**src/rtl/dac_seq_pkg.sv**
```systemverilog
package dac_seq_pkg;

  localparam int FRAME_W   = 24;
  localparam int NUM_STEPS = 5;
  localparam int DATA_W    = 16;

  typedef logic [FRAME_W-1:0] frame_t;

  // register select field, bits [21:19]
  localparam logic [2:0] RS_CODE  = 3'b000;
  localparam logic [2:0] RS_RANGE = 3'b001;
  localparam logic [2:0] RS_PWR   = 3'b010;
  localparam logic [2:0] RS_CTRL  = 3'b011;

  // channel address field, bits [18:16]
  localparam logic [2:0] CH_NONE  = 3'b000;
  localparam logic [2:0] CH_ALL   = 3'b100;

  // bit of the power data field that turns on the internal reference
  localparam int PWR_REF_BIT = 4;

  function automatic frame_t make_frame(input logic rd, input logic [2:0] rsel,
                                        input logic [2:0] chan,
                                        input logic [DATA_W-1:0] data);
    return {rd, 1'b0, rsel, chan, data};
  endfunction

endpackage

```
**src/rtl/dac_cfg_script.sv**
```systemverilog
module dac_cfg_script
  import dac_seq_pkg::*;
#(
  parameter logic [3:0]        CH_MASK   = 4'hF,
  parameter logic [2:0]        RANGE_SEL = 3'd3,
  parameter logic [DATA_W-1:0] DAC_CODE  = 16'hFFFF
) (
  input  logic              use_ref,
  input  logic [2:0]        step,
  output frame_t            frame,
  output logic [DATA_W-1:0] pwr_data
);

  frame_t tbl [NUM_STEPS];

  assign pwr_data = DATA_W'(CH_MASK) |
                    (use_ref ? DATA_W'(1 << PWR_REF_BIT) : '0);

  // one table entry per step of the script
  for (genvar i = 0; i < NUM_STEPS; i++) begin : g_tbl
    if (i == 0) begin : g_pwr
      assign tbl[i] = make_frame(1'b0, RS_PWR, CH_NONE, pwr_data);
    end else if (i == 1) begin : g_rng
      assign tbl[i] = make_frame(1'b0, RS_RANGE, CH_ALL, DATA_W'(RANGE_SEL));
    end else if (i == 2) begin : g_code
      assign tbl[i] = make_frame(1'b0, RS_CODE, CH_ALL, DAC_CODE);
    end else if (i == 3) begin : g_rd
      assign tbl[i] = make_frame(1'b1, RS_PWR, CH_NONE, '0);
    end else begin : g_nop
      assign tbl[i] = make_frame(1'b0, RS_CTRL, CH_NONE, '0);
    end
  end

  assign frame = (int'(step) < NUM_STEPS) ? tbl[step] : '0;

endmodule

```
**src/rtl/spi_frame_xfer.sv**
```systemverilog
module spi_frame_xfer
  import dac_seq_pkg::*;
#(
  parameter int HALF_DIV = 25,
  parameter int GAP_CYC  = 100
) (
  input  logic   clk,
  input  logic   rst,
  input  logic   go,
  input  frame_t tx,
  input  logic   miso,
  output logic   sclk,
  output logic   cs_n,
  output logic   mosi,
  output frame_t rx,
  output logic   rdy
);

  localparam int CNT_MAX = (HALF_DIV > GAP_CYC) ? HALF_DIV : GAP_CYC;
  localparam int CNT_W   = $clog2(CNT_MAX + 1);
  localparam int BIT_W   = $clog2(FRAME_W);
  localparam logic [CNT_W-1:0] HALF_LAST = CNT_W'(HALF_DIV - 1);
  localparam logic [CNT_W-1:0] GAP_LAST  = CNT_W'(GAP_CYC - 1);
  localparam logic [BIT_W-1:0] BIT_LAST  = BIT_W'(FRAME_W - 1);

  typedef enum logic [2:0] {X_IDLE, X_LEAD, X_HI, X_LO, X_GAP} xst_e;

  xst_e             st;
  logic [CNT_W-1:0] cnt;
  logic [BIT_W-1:0] bitc;
  frame_t           sh;

  always_ff @(posedge clk) begin
    rdy <= 1'b0;
    if (rst) begin
      st   <= X_IDLE;
      cnt  <= '0;
      bitc <= '0;
      sh   <= '0;
      rx   <= '0;
      sclk <= 1'b0;
      cs_n <= 1'b1;
      mosi <= 1'b0;
    end else begin
      case (st)
        X_IDLE: if (go) begin
          cs_n <= 1'b0;
          sh   <= tx;
          rx   <= '0;
          cnt  <= '0;
          bitc <= '0;
          st   <= X_LEAD;
        end
        X_LEAD: if (cnt == HALF_LAST) begin
          cnt  <= '0;
          sclk <= 1'b1;
          mosi <= sh[FRAME_W-1];
          sh   <= {sh[FRAME_W-2:0], 1'b0};
          st   <= X_HI;
        end else begin
          cnt <= cnt + CNT_W'(1);
        end
        X_HI: if (cnt == HALF_LAST) begin
          cnt  <= '0;
          sclk <= 1'b0;
          rx   <= {rx[FRAME_W-2:0], miso};
          st   <= X_LO;
        end else begin
          cnt <= cnt + CNT_W'(1);
        end
        X_LO: if (cnt == HALF_LAST) begin
          cnt <= '0;
          if (bitc == BIT_LAST) begin
            cs_n <= 1'b1;
            mosi <= 1'b0;
            st   <= X_GAP;
          end else begin
            sclk <= 1'b1;
            mosi <= sh[FRAME_W-1];
            sh   <= {sh[FRAME_W-2:0], 1'b0};
            bitc <= bitc + BIT_W'(1);
            st   <= X_HI;
          end
        end else begin
          cnt <= cnt + CNT_W'(1);
        end
        X_GAP: if (cnt == GAP_LAST) begin
          cnt <= '0;
          rdy <= 1'b1;
          st  <= X_IDLE;
        end else begin
          cnt <= cnt + CNT_W'(1);
        end
        default: st <= X_IDLE;
      endcase
    end
  end

endmodule

```
**src/rtl/dac_seq_ctrl.sv**
```systemverilog
module dac_seq_ctrl
  import dac_seq_pkg::*;
(
  input  logic              clk,
  input  logic              rst,
  input  logic              start,
  input  logic              use_int_ref,
  input  logic              xfer_rdy,
  input  frame_t            rx_word,
  input  logic [DATA_W-1:0] pwr_data,
  output logic              go,
  output logic [2:0]        step,
  output logic              ref_q,
  output logic              busy,
  output logic              done,
  output logic              mismatch,
  output frame_t            rb_word
);

  localparam logic [2:0] STEP_LAST = 3'(NUM_STEPS - 1);

  always_ff @(posedge clk) begin
    go <= 1'b0;
    if (rst) begin
      step     <= '0;
      ref_q    <= 1'b0;
      busy     <= 1'b0;
      done     <= 1'b0;
      mismatch <= 1'b0;
      rb_word  <= '0;
    end else if (!busy) begin
      if (start) begin
        busy     <= 1'b1;
        done     <= 1'b0;
        mismatch <= 1'b0;
        step     <= '0;
        ref_q    <= use_int_ref;
        go       <= 1'b1;
      end
    end else if (xfer_rdy) begin
      if (step == STEP_LAST) begin
        busy     <= 1'b0;
        done     <= 1'b1;
        rb_word  <= rx_word;
        mismatch <= (rx_word[DATA_W-1:0] != pwr_data);
      end else begin
        step <= step + 3'd1;
        go   <= 1'b1;
      end
    end
  end

endmodule

```
**src/rtl/dac_cfg_seq.sv**
```systemverilog
module dac_cfg_seq
  import dac_seq_pkg::*;
#(
  parameter int                CLK_HZ    = 250_000_000,
  parameter int                SCLK_HZ   = 5_000_000,
  parameter int                GAP_SCLK  = 2,
  parameter logic [3:0]        CH_MASK   = 4'hF,
  parameter logic [2:0]        RANGE_SEL = 3'd3,
  parameter logic [DATA_W-1:0] DAC_CODE  = 16'hFFFF
) (
  input  logic               clk,
  input  logic               rst,
  input  logic               start,
  input  logic               use_int_ref,
  input  logic               miso,
  output logic               sclk,
  output logic               cs_n,
  output logic               mosi,
  output logic [FRAME_W-1:0] rb_word,
  output logic               busy,
  output logic               done,
  output logic               mismatch
);

  localparam int HALF_DIV = CLK_HZ / (2 * SCLK_HZ);
  localparam int GAP_CYC  = GAP_SCLK * 2 * HALF_DIV;

  logic              go, xfer_rdy, ref_q;
  logic [2:0]        step;
  frame_t            tx_frame, rx_word;
  logic [DATA_W-1:0] pwr_data;

  dac_cfg_script #(
    .CH_MASK  (CH_MASK),
    .RANGE_SEL(RANGE_SEL),
    .DAC_CODE (DAC_CODE)
  ) u_script (
    .use_ref (ref_q),
    .step    (step),
    .frame   (tx_frame),
    .pwr_data(pwr_data)
  );

  dac_seq_ctrl u_ctrl (
    .clk        (clk),
    .rst        (rst),
    .start      (start),
    .use_int_ref(use_int_ref),
    .xfer_rdy   (xfer_rdy),
    .rx_word    (rx_word),
    .pwr_data   (pwr_data),
    .go         (go),
    .step       (step),
    .ref_q      (ref_q),
    .busy       (busy),
    .done       (done),
    .mismatch   (mismatch),
    .rb_word    (rb_word)
  );

  spi_frame_xfer #(
    .HALF_DIV(HALF_DIV),
    .GAP_CYC (GAP_CYC)
  ) u_xfer (
    .clk (clk),
    .rst (rst),
    .go  (go),
    .tx  (tx_frame),
    .miso(miso),
    .sclk(sclk),
    .cs_n(cs_n),
    .mosi(mosi),
    .rx  (rx_word),
    .rdy (xfer_rdy)
  );

endmodule

```
**config.mk**
```make
export PLATFORM = sky130hd
export DESIGN_NAME = dac_cfg_seq
export DESIGN_NICKNAME = d
export VERILOG_FILES = /design/src/rtl/dac_seq_pkg.sv /design/src/rtl/dac_cfg_script.sv /design/src/rtl/spi_frame_xfer.sv /design/src/rtl/dac_seq_ctrl.sv /design/src/rtl/dac_cfg_seq.sv
export SDC_FILE = /design/constraint.sdc
export NUM_CORES = 1
export LEC_CHECK = 0
export ABC_AREA = 1
export BUFFER_PORTS_ARGS = -buffer_cell sky130_fd_sc_hd__buf_2
export CAP_MARGIN = 20
export CORE_MARGIN = 4
export CORE_UTILIZATION = 60
export CTS_CLUSTER_SIZE = 14
export DETAILED_ROUTE_END_ITERATION = 10
export GPL_TIMING_DRIVEN = 0
export PLACE_DENSITY_LB_ADDON = 0.25
export SLEW_MARGIN = 20
export SYNTH_ARGS = -nofsm -noshare
export SYNTH_HDL_FRONTEND = slang
export SYNTH_SLANG_ARGS = --single-unit
```
**constraint.sdc**
```tcl
create_clock -name clk -period 1.85 [get_ports clk]
set_input_delay 0.37 -clock clk [delete_from_list [all_inputs] [get_ports clk]]
set_output_delay 0.37 -clock clk [all_outputs]
set_load 0.02 [all_outputs]
```
---- Word-level counts from Yosys, hierarchy flattened ----
Index checks and enable logic that the tools add are counted.
storage, ports and cells
  bits of input ports ..................... 5
  bits in registers ....................... 99
  output and inout bits ................... 30
  word-level logic and storage cells ...... 124
operators by class
  reductions and logical operators ........ 22
  bitwise operators ....................... 3
  muxes and demuxes ....................... 59
  $lt $le $gt $ge ......................... 2
  eq/ne operators ......................... 19
  $add $sub $neg .......................... 3
operator list
  operator             count
  $mux 24              9
  $bmux 24 s3          1
  $pmux 24 s3          1
  $pmux 24 s2          1
  $mux 3               10
  $mux 1               24
  $mux 7               3
  $pmux 7 s3           1
  $mux 5               4
  $ne 16x5->1          1
  $pmux 3 s5           1
  $reduce_and 3->1     5
  $reduce_and 5->1     3
  $ne 2x1->1 const B   6
  $pmux 5 s2           1
  $reduce_bool 3->1    3
  $ne 2x2->1 const B   4
  $reduce_and 4->1     2
  $reduce_bool 2->1    4
  $add 7x1->7 const B  1
  $eq 7x5->1 const B   1
  $eq 7x7->1 const B   1
  $eq 3x2->1 const B   2
  $eq 3x3->1 const B   2
  14 further kinds     17

---- Logic depth before layout (Yosys ltp) ----
Gate-level depths: netlist of run 1.
  word-level depth ........................ 7
  depth in mapped cells ................... 12
  gate-level depth less buffers ........... 11

---- Hierarchy ----
A second synthesis of run 1 with hierarchy kept.
second synthesis, totals
  cells, all modules ...................... 786
  area, all modules ....................... 5,263.8 um^2
modules (own cells, without submodules)
  module          times used  area each (um^2)  sequential area each (um^2)  cells each
  spi_frame_xfer  1           3,325.7           1,341.3                      509
  dac_seq_ctrl    1           1,519.0           640.6                        213
  dac_cfg_script  1           419.2             0.0                          64

---- Least setup slack after synthesis of run 1 ----
OpenSTA, ideal clock, no wires.
  path kind ............................... register to register
  start point ............................. register u_xfer.cnt[0]
  end point ............................... register u_xfer.rx[10]
  path buffers ............................ 1
  setup time .............................. 0.071 ns
  arrival ................................. 1.411 ns
  cell stages (with the launch flop) ...... 12
  data required time ...................... 1.779 ns
  setup slack ............................. 0.368 ns
  clock period less this slack ............ 1.482 ns
  cells stage by stage .................... dfxtp_1 inv_1 ha_1 inv_1 nor2_1 nand3_4 clkinv_2 nand3_4 nand2_4 buf_8 nand2_2 a21oi_2
between the ends
  longest elaborated chain between the ends .. 3
RTL lines
  what                        line                  text
  start, declared             spi_frame_xfer.sv:29  logic [CNT_W-1:0] cnt;
  start signal, assigned      spi_frame_xfer.sv:61  cnt <= cnt + CNT_W'(1);
  start signal, assigned      spi_frame_xfer.sv:69  cnt <= cnt + CNT_W'(1);
  start signal, assigned      spi_frame_xfer.sv:85  cnt <= cnt + CNT_W'(1);
  $eq 7x5->1                  spi_frame_xfer.sv:63  X_HI: if (cnt == HALF_LAST) begin
  $ne 2x1->1 (no line)        -
  $reduce_and 3->1 (no line)  -
  end signal, assigned        spi_frame_xfer.sv:66  rx <= {rx[FRAME_W-2:0], miso};
  end, declared               spi_frame_xfer.sv:15  output frame_t rx,
No other way between the ends.
A chain may end at the register's enable or synchronous reset.

---- Final worst setup path of run 1 ----
  start point ............................. register u_ctrl.step[0]
  end point ............................... register u_ctrl.mismatch
between the ends
  longest elaborated chain between the ends .. 3
RTL lines
  what                        line                text
  start, declared             dac_seq_ctrl.sv:12  output logic [2:0] step,
  start signal, assigned      dac_seq_ctrl.sv:47  step <= step + 3'd1;
  $eq 3x3->1                  dac_seq_ctrl.sv:41  if (step == STEP_LAST) begin
  $ne 2x2->1 (no line)        -
  $reduce_and 3->1 (no line)  -
  end signal, assigned        dac_seq_ctrl.sv:45  mismatch <= (rx_word[DATA_W-1:0] != pwr_data);
  end, declared               dac_seq_ctrl.sv:16  output logic mismatch,
No other way between the ends.

==> results of run 1 <==
worst max-delay path, cell delays in order (launching register included):
cell and delay (ns):
dfxtp_1 0.37, inv_1 0.14, ha_1 0.22, nand2_1 0.12
nor3_4 0.24, clkbuf_2 0.27, inv_2 0.08, a21oi_1 0.14
nand2_1 0.07, inv_1 0.05
power groups by stage:
stage	clock, mW	combinational (mW)	sequential [mW]
final	1.40	0.581	2.28
after global placement	0	0.551	2.32
after global routing	1.52	0.662	2.29
after CTS	1.41	0.570	2.28
after floorplan	0	0.448	2.32
after detailed placement	0	0.567	2.33
area by class of cell:
type | instances | area [um^2]
inverters | 64 | 241
flip-flops and latches | 99 | 1980
fillers | 615 | 2220
well taps | 99 | 124
clock inverters | 4 | 50.0
repair buffers | 37 | 195
multi-input cells | 448 | 2250
plain buffers | 33 | 205
clock buffers | 12 | 145
state kept, by name, summed over array words and instances (netlist names):
signal / cells
u_ctrl.busy: 1
u_ctrl.done: 1
u_ctrl.go: 1
u_ctrl.mismatch: 1
u_ctrl.rb_word: 24
u_ctrl.ref_q: 1
u_ctrl.step: 3
u_xfer.bitc: 5
u_xfer.cnt: 7
u_xfer.cs_n: 1
u_xfer.mosi: 1
u_xfer.rdy: 1
u_xfer.rx: 24
u_xfer.sclk: 1
u_xfer.sh: 24
u_xfer.st: 3
kinds of logic (layout without fill, tap and decap cells):
kind of cell,Yosys count,after routing,share of synthesized area
flops,99,99,0.426
compound gates,123,123,0.151
buf+inv,97,150,0.0938
fa+ha+maj,9,9,0.0242
xor+xnor,1,1,0.00188
simple gates,315,315,0.303
placed cells by master (no fill, tap or decap), types with 3 or more instances in the layout:
master    synthesis  final
nand2_1         115    115
nor2_1          100     99
dfxtp_1          99     98
a21oi_1          60     60
inv_1            55     55
nand3_1          48     48
buf_2             8     39
o21ai_0          38     38
nand2_2          27     27
a21oi_2          20     20
clkbuf_1         14     12
buf_4             6     10
clkbuf_8          0     10
ha_1              9      9
nand4_1           8      8
inv_2             7      7
clkbuf_2          1      5
nor3_1            4      4
nor2_2            2      3
metal layers:
layer | part of all wire | wire length [um] | track usage
met5 | 0 | 0 | 0
met4 | 0.016 | 169 | 0.0865
met3 | 0.048 | 505 | 0.0305
met2 | 0.48 | 5020 | 0.405
met1 | 0.46 | 4780 | 0.317
what timing repair did:
action                     CTS  global route
pin swaps                    0             2
resized for setup            1            11
setup endpoints to repair    1            61
buffers inserted             0             4
how the worst min path moves through the flow:
| stage | end | slack [ns] | cells past startpoint |
|---|---|---|---|
| finish | u_ctrl.ref_q$_SDFFE_PP0P_ | 0.29 | 3 |
| global route | u_ctrl.busy$_SDFF_PP0_ | 0.31 | 3 |
| CTS | u_ctrl.ref_q$_SDFFE_PP0P_ | 0.28 | 3 |
| global placement | u_xfer.sclk$_SDFFE_PP0P_ | 0.43 | 2 |
| floorplan | u_xfer.sh[22]$_SDFFE_PP0P_ | 0.44 | 2 |
| detailed placement | u_xfer.sclk$_SDFFE_PP0P_ | 0.44 | 2 |
stage by stage:
step	std cells	hold WS [ns]	instance area, um^2
after global routing	796	0.306	5190
after global placement	776	0.431	4940
after floorplan	644	0.436	4660
after CTS	792	0.278	5140
after detailed placement	776	0.438	4940
final	796	0.285	5190
==> impl_metrics.ini, run 1 <==
[final_layout]
syn_to_final_growth_pct = 11.5
post-route-util = 0.701
layout.nets = 706
layout-drive-gt1-share = 0.204
diodes = 0

[placement]
portBuffers = 33
place_congestion = 0.893
post-place-ws_ns = 0.0173
hpwlAfterDp_um = 7460

[grt]
grt_pass1_wl_um = 17700
grt_remaining_overflow = 0
antenna_found_initial = 0
grt_max_degree = 16
grt_use_total = 0.241
grt_pass1_vias = 3966

[clock_network]
cts_made_buffers = 9
clk_pin_slew_ns = 0.09
clockBufferDepth = 2
clockRootBuffer = clkbuf_8
h-tree-depth = 3
cts_hold_buffers = 0
cts.sinks = 99
clk_latency_ns = 0.36
tritoncts = yes

[critical_path]
reg2reg_depth = 9
cp-endpoint = u_ctrl.mismatch$_SDFFE_PP0P_
setup.worst_path.start = u_ctrl.step[0]$_SDFFE_PP0P_
reg2reg_from = u_ctrl.step[0]$_SDFFE_PP0P_
regToRegSetupSlack_ns = 0.10
critPathKind = register to register
worstPathArrival_ns = 2.06
worstPathRequired_ns = 2.16
worst_setup_path_end_kind = register
cp_max_fo = 10
startpoint_type = register
r2r_end = u_ctrl.mismatch$_SDFFE_PP0P_

[run]
max-cap-violations = 0

[logic_synthesis]
synthArstFlopShare = 0
syn_area_um2 = 4660
ys.flop_type = dfxtp_1
synth-seq-cells = 99
synth_warnings = 0
synth_edf_count = 0
synth_cell_type_count = 35
synth_commonest_cells = nand2_1, nor2_1, dfxtp_1
yosysTopAreaCellShare = 0.426
synth_top_area_cell = dfxtp_1
syn_inst = 644
avgSynthCellArea_um2 = 7.23
yosysMostFrequentCell = nand2_1
syn_nets = 658
synthTopCellsByArea = dfxtp_1, nand2_1, nor2_1
yosysSeqAreaShare = 0.426

[die]
die_w_um = 96.1
boundaryPins = 35
core_area_um2 = 7410
die-area_um2 = 9230
initial_core_util = 0.628
die_h_um = 96.1
rows = 31

[sta]
timing.final.ws_setup_ns = 0.103
final_hold_viol_count = 0
finalSetupViolations = 0
fin_skew_ns = 0.00374
finalMaxSlewViolations = 0
finalCritPeriodShare = 0.944
timing.fmax_mhz = 572
slew-limit-headroom = 0.557
tightest_slew_ns = 0.665
post-route-min-period_ns = 1.75
finalSetupTns_ns = 0

[drt]
post_drt_wl_per_cell_um = 13.2
dr.pass1.iters = 5
drc = 0
totalWireLength_um = 10500
routed_via_density = 5.37
antenna_left = 0
drtIter0Drc = 202
vias = 4276

[pwr]
seq_power_share = 0.535
peakVddDrop_mv = 0.506
power_mw = 4.26
leakage_nw = 2.11
switching_share = 0.276
power_frac_comb = 0.136
power.internal_mw = 3.09
power_switching_mw = 1.17
pwr-share-clk = 0.329
power.density_nw_per_um2 = 821

[min_path]
hold_path_class = input port to register
min_from = use_int_ref

[run_status]
status = completed
(Power assumes the default switching activity.)
==> run 2: changes to the inputs <==
- CTS_BUF_LIST: unset -> sky130_fd_sc_hd__clkbuf_16
==> run 2 against run 1 <==
Flip-flop and latch count stayed put. Highest routed layer unchanged. Non-clock buffer count did not move. Total power increased by 10%. Largest power group unchanged.
==> impl_metrics.ini, run 2 (synthesis gave the netlist of run 1 again) <==
[sta]
timing.final.ws_setup_ns = 0.103
whs_ns = 0.314
timing.fmax_mhz = 572
slew-limit-headroom = 0.552
rsz0062_at_grt = false
post-route-min-period_ns = 1.75
fin_skew_ns = 0.00614
finalSetupTns_ns = 0
finalMaxSlewViolations = 0
final_hold_viol_count = 0
finalCritPeriodShare = 0.944
tightest_slew_ns = 0.671
finalSetupViolations = 0

[final_layout]
layout-drive-gt1-share = 0.201
final_cell_mix = nand2_1, nor2_1, dfxtp_1
layout.nets = 706
stdcell_count = 796
final_common_cell = nand2_1
fill_cells = 590
reg_top3 = u_ctrl.rb_word x24, u_xfer.rx x24, u_xfer.sh x24
diodes = 0
syn_to_final_growth_pct = 13.4

[placement]
place_inst = 776
portBuffers = 33
place_congestion = 0.893
hpwlAfterDp_um = 7460
post-place-ws_ns = 0.0173

[clock_network]
clk_pin_slew_ns = 0.06
clk_latency_ns = 0.34
clockBufferDepth = 2
cts.sinks = 99
h-tree-depth = 3
cts_made_buffers = 9
clockRootBuffer = clkbuf_16
tritoncts = yes

[critical_path]
reg2reg_depth = 9
worstPathArrival_ns = 2.04
crit_buf_inv = 4
cp_max_fo = 10
cp_slowest_stage_delay_ns = 0.36
worstPathRequired_ns = 2.14
crit_family = buffers and inverters
worst_setup_path_end_kind = register
startpoint_type = register
cp_cell_sequence = inv_1 > ha_1 > nand2_1 > nor3_4 > clkbuf_2 > inv_2 > a21oi_1 > nand2_1 > inv_1
cp.depth = 9
cp_slowest_cell = dfxtp_1
critPathKind = register to register

[grt]
grt_pass1_vias = 4116
grt_remaining_overflow = 0
grt_max_degree = 16
grt_use_total = 0.250
antenna_found_initial = 0
grt_pass1_wl_um = 18300

[drt]
post_drt_wl_per_cell_um = 13.6
antenna_left = 0
totalWireLength_um = 10800
routed_via_density = 5.43
drtIter0Drc = 245
vias = 4320
dr.pass1.iters = 5
drc = 0

[die]
core_area_um2 = 7410
die-area_um2 = 9230
die_w_um = 96.1
rows = 31
boundaryPins = 35
initial_core_util = 0.628
die_h_um = 96.1

[run]
max-cap-violations = 0

[min_path]
min_path_cells = 3
hold_path_class = input port to register

[pwr]
leakage_nw = 2.16
power.density_nw_per_um2 = 888
peakVddDrop_mv = 0.597

[run_status]
status = completed
run 2: changes by cell type in the layout (fill, tap and decap cells not counted), moves of 2 or more:
cell       previous run  this run
clkbuf_8             10         0
clkbuf_16             0         9
clkbuf_1             12        10
inv_1                55        57
run 2: final cells by class:
type                            count  area (um^2)  area share
Buffer                             33          205      0.0389
Clock buffer                        9          225      0.0427
Clock inverter                      7         61.3      0.0116
Inverter                           64          241      0.0457
Multi-Input combinational cell    448         2250       0.425
Sequential cell                    99         1980       0.375
Tap cell                           99          124      0.0235
Timing Repair Buffer               37          195      0.0370
run 2: final timing paths:
check | slack [ns] | to | from
worst max register to register | 0.10 | u_ctrl.mismatch$_SDFFE_PP0P_ | u_ctrl.step[0]$_SDFFE_PP0P_
worst min-delay path | 0.31 | u_ctrl.ref_q$_SDFFE_PP0P_ | use_int_ref
worst min register to register | 0.44 | u_xfer.sclk$_SDFFE_PP0P_ | u_xfer.sclk$_SDFFE_PP0P_
worst max-delay path | 0.10 | u_ctrl.mismatch$_SDFFE_PP0P_ | u_ctrl.step[0]$_SDFFE_PP0P_
run 2: repair_timing:
| item | in CTS | in global routing |
|---|---|---|
| setup endpoints to repair | 1 | 58 |
| resized for setup | 1 | 11 |
| buffers inserted | 0 | 4 |
| hold buffers | 0 | 0 |
| pin swaps | 0 | 2 |
run 2: power breakdown:
group / leakage [nW] / internal [mW] / total (mW) / switching, mW
logic: 1.22 / 0.200 / 0.586 / 0.387
clock network: 0.141 / 1.03 / 1.82 / 0.787
registers: 0.803 / 2.22 / 2.28 / 0.0571
total: 2.16 / 3.46 / 4.69 / 1.23
run 2: routing by layer:
layer,up-vias,track usage,part of all wire
li1,2162,-,-
met4,0,0.0924,0.017
met1,2011,0.317,0.44
met3,15,0.0383,0.053
met2,132,0.426,0.49
met5,-,0,0
run 2: tightest hold or removal path, cell delays in order:
cell and delay (ns):
buf_2 0.09, o21ai_0 0.08, nor2_1 0.07
run 2: stage by stage:
step                      utilization  cell area, um^2  total power, mW
final                           0.713             5280             4.69
after global routing            0.713             5280             4.88
after CTS                       0.706             5230             4.68
after detailed placement        0.667             4940             2.90
after global placement          0.667             4940             2.87
after floorplan                     -             4660             2.77
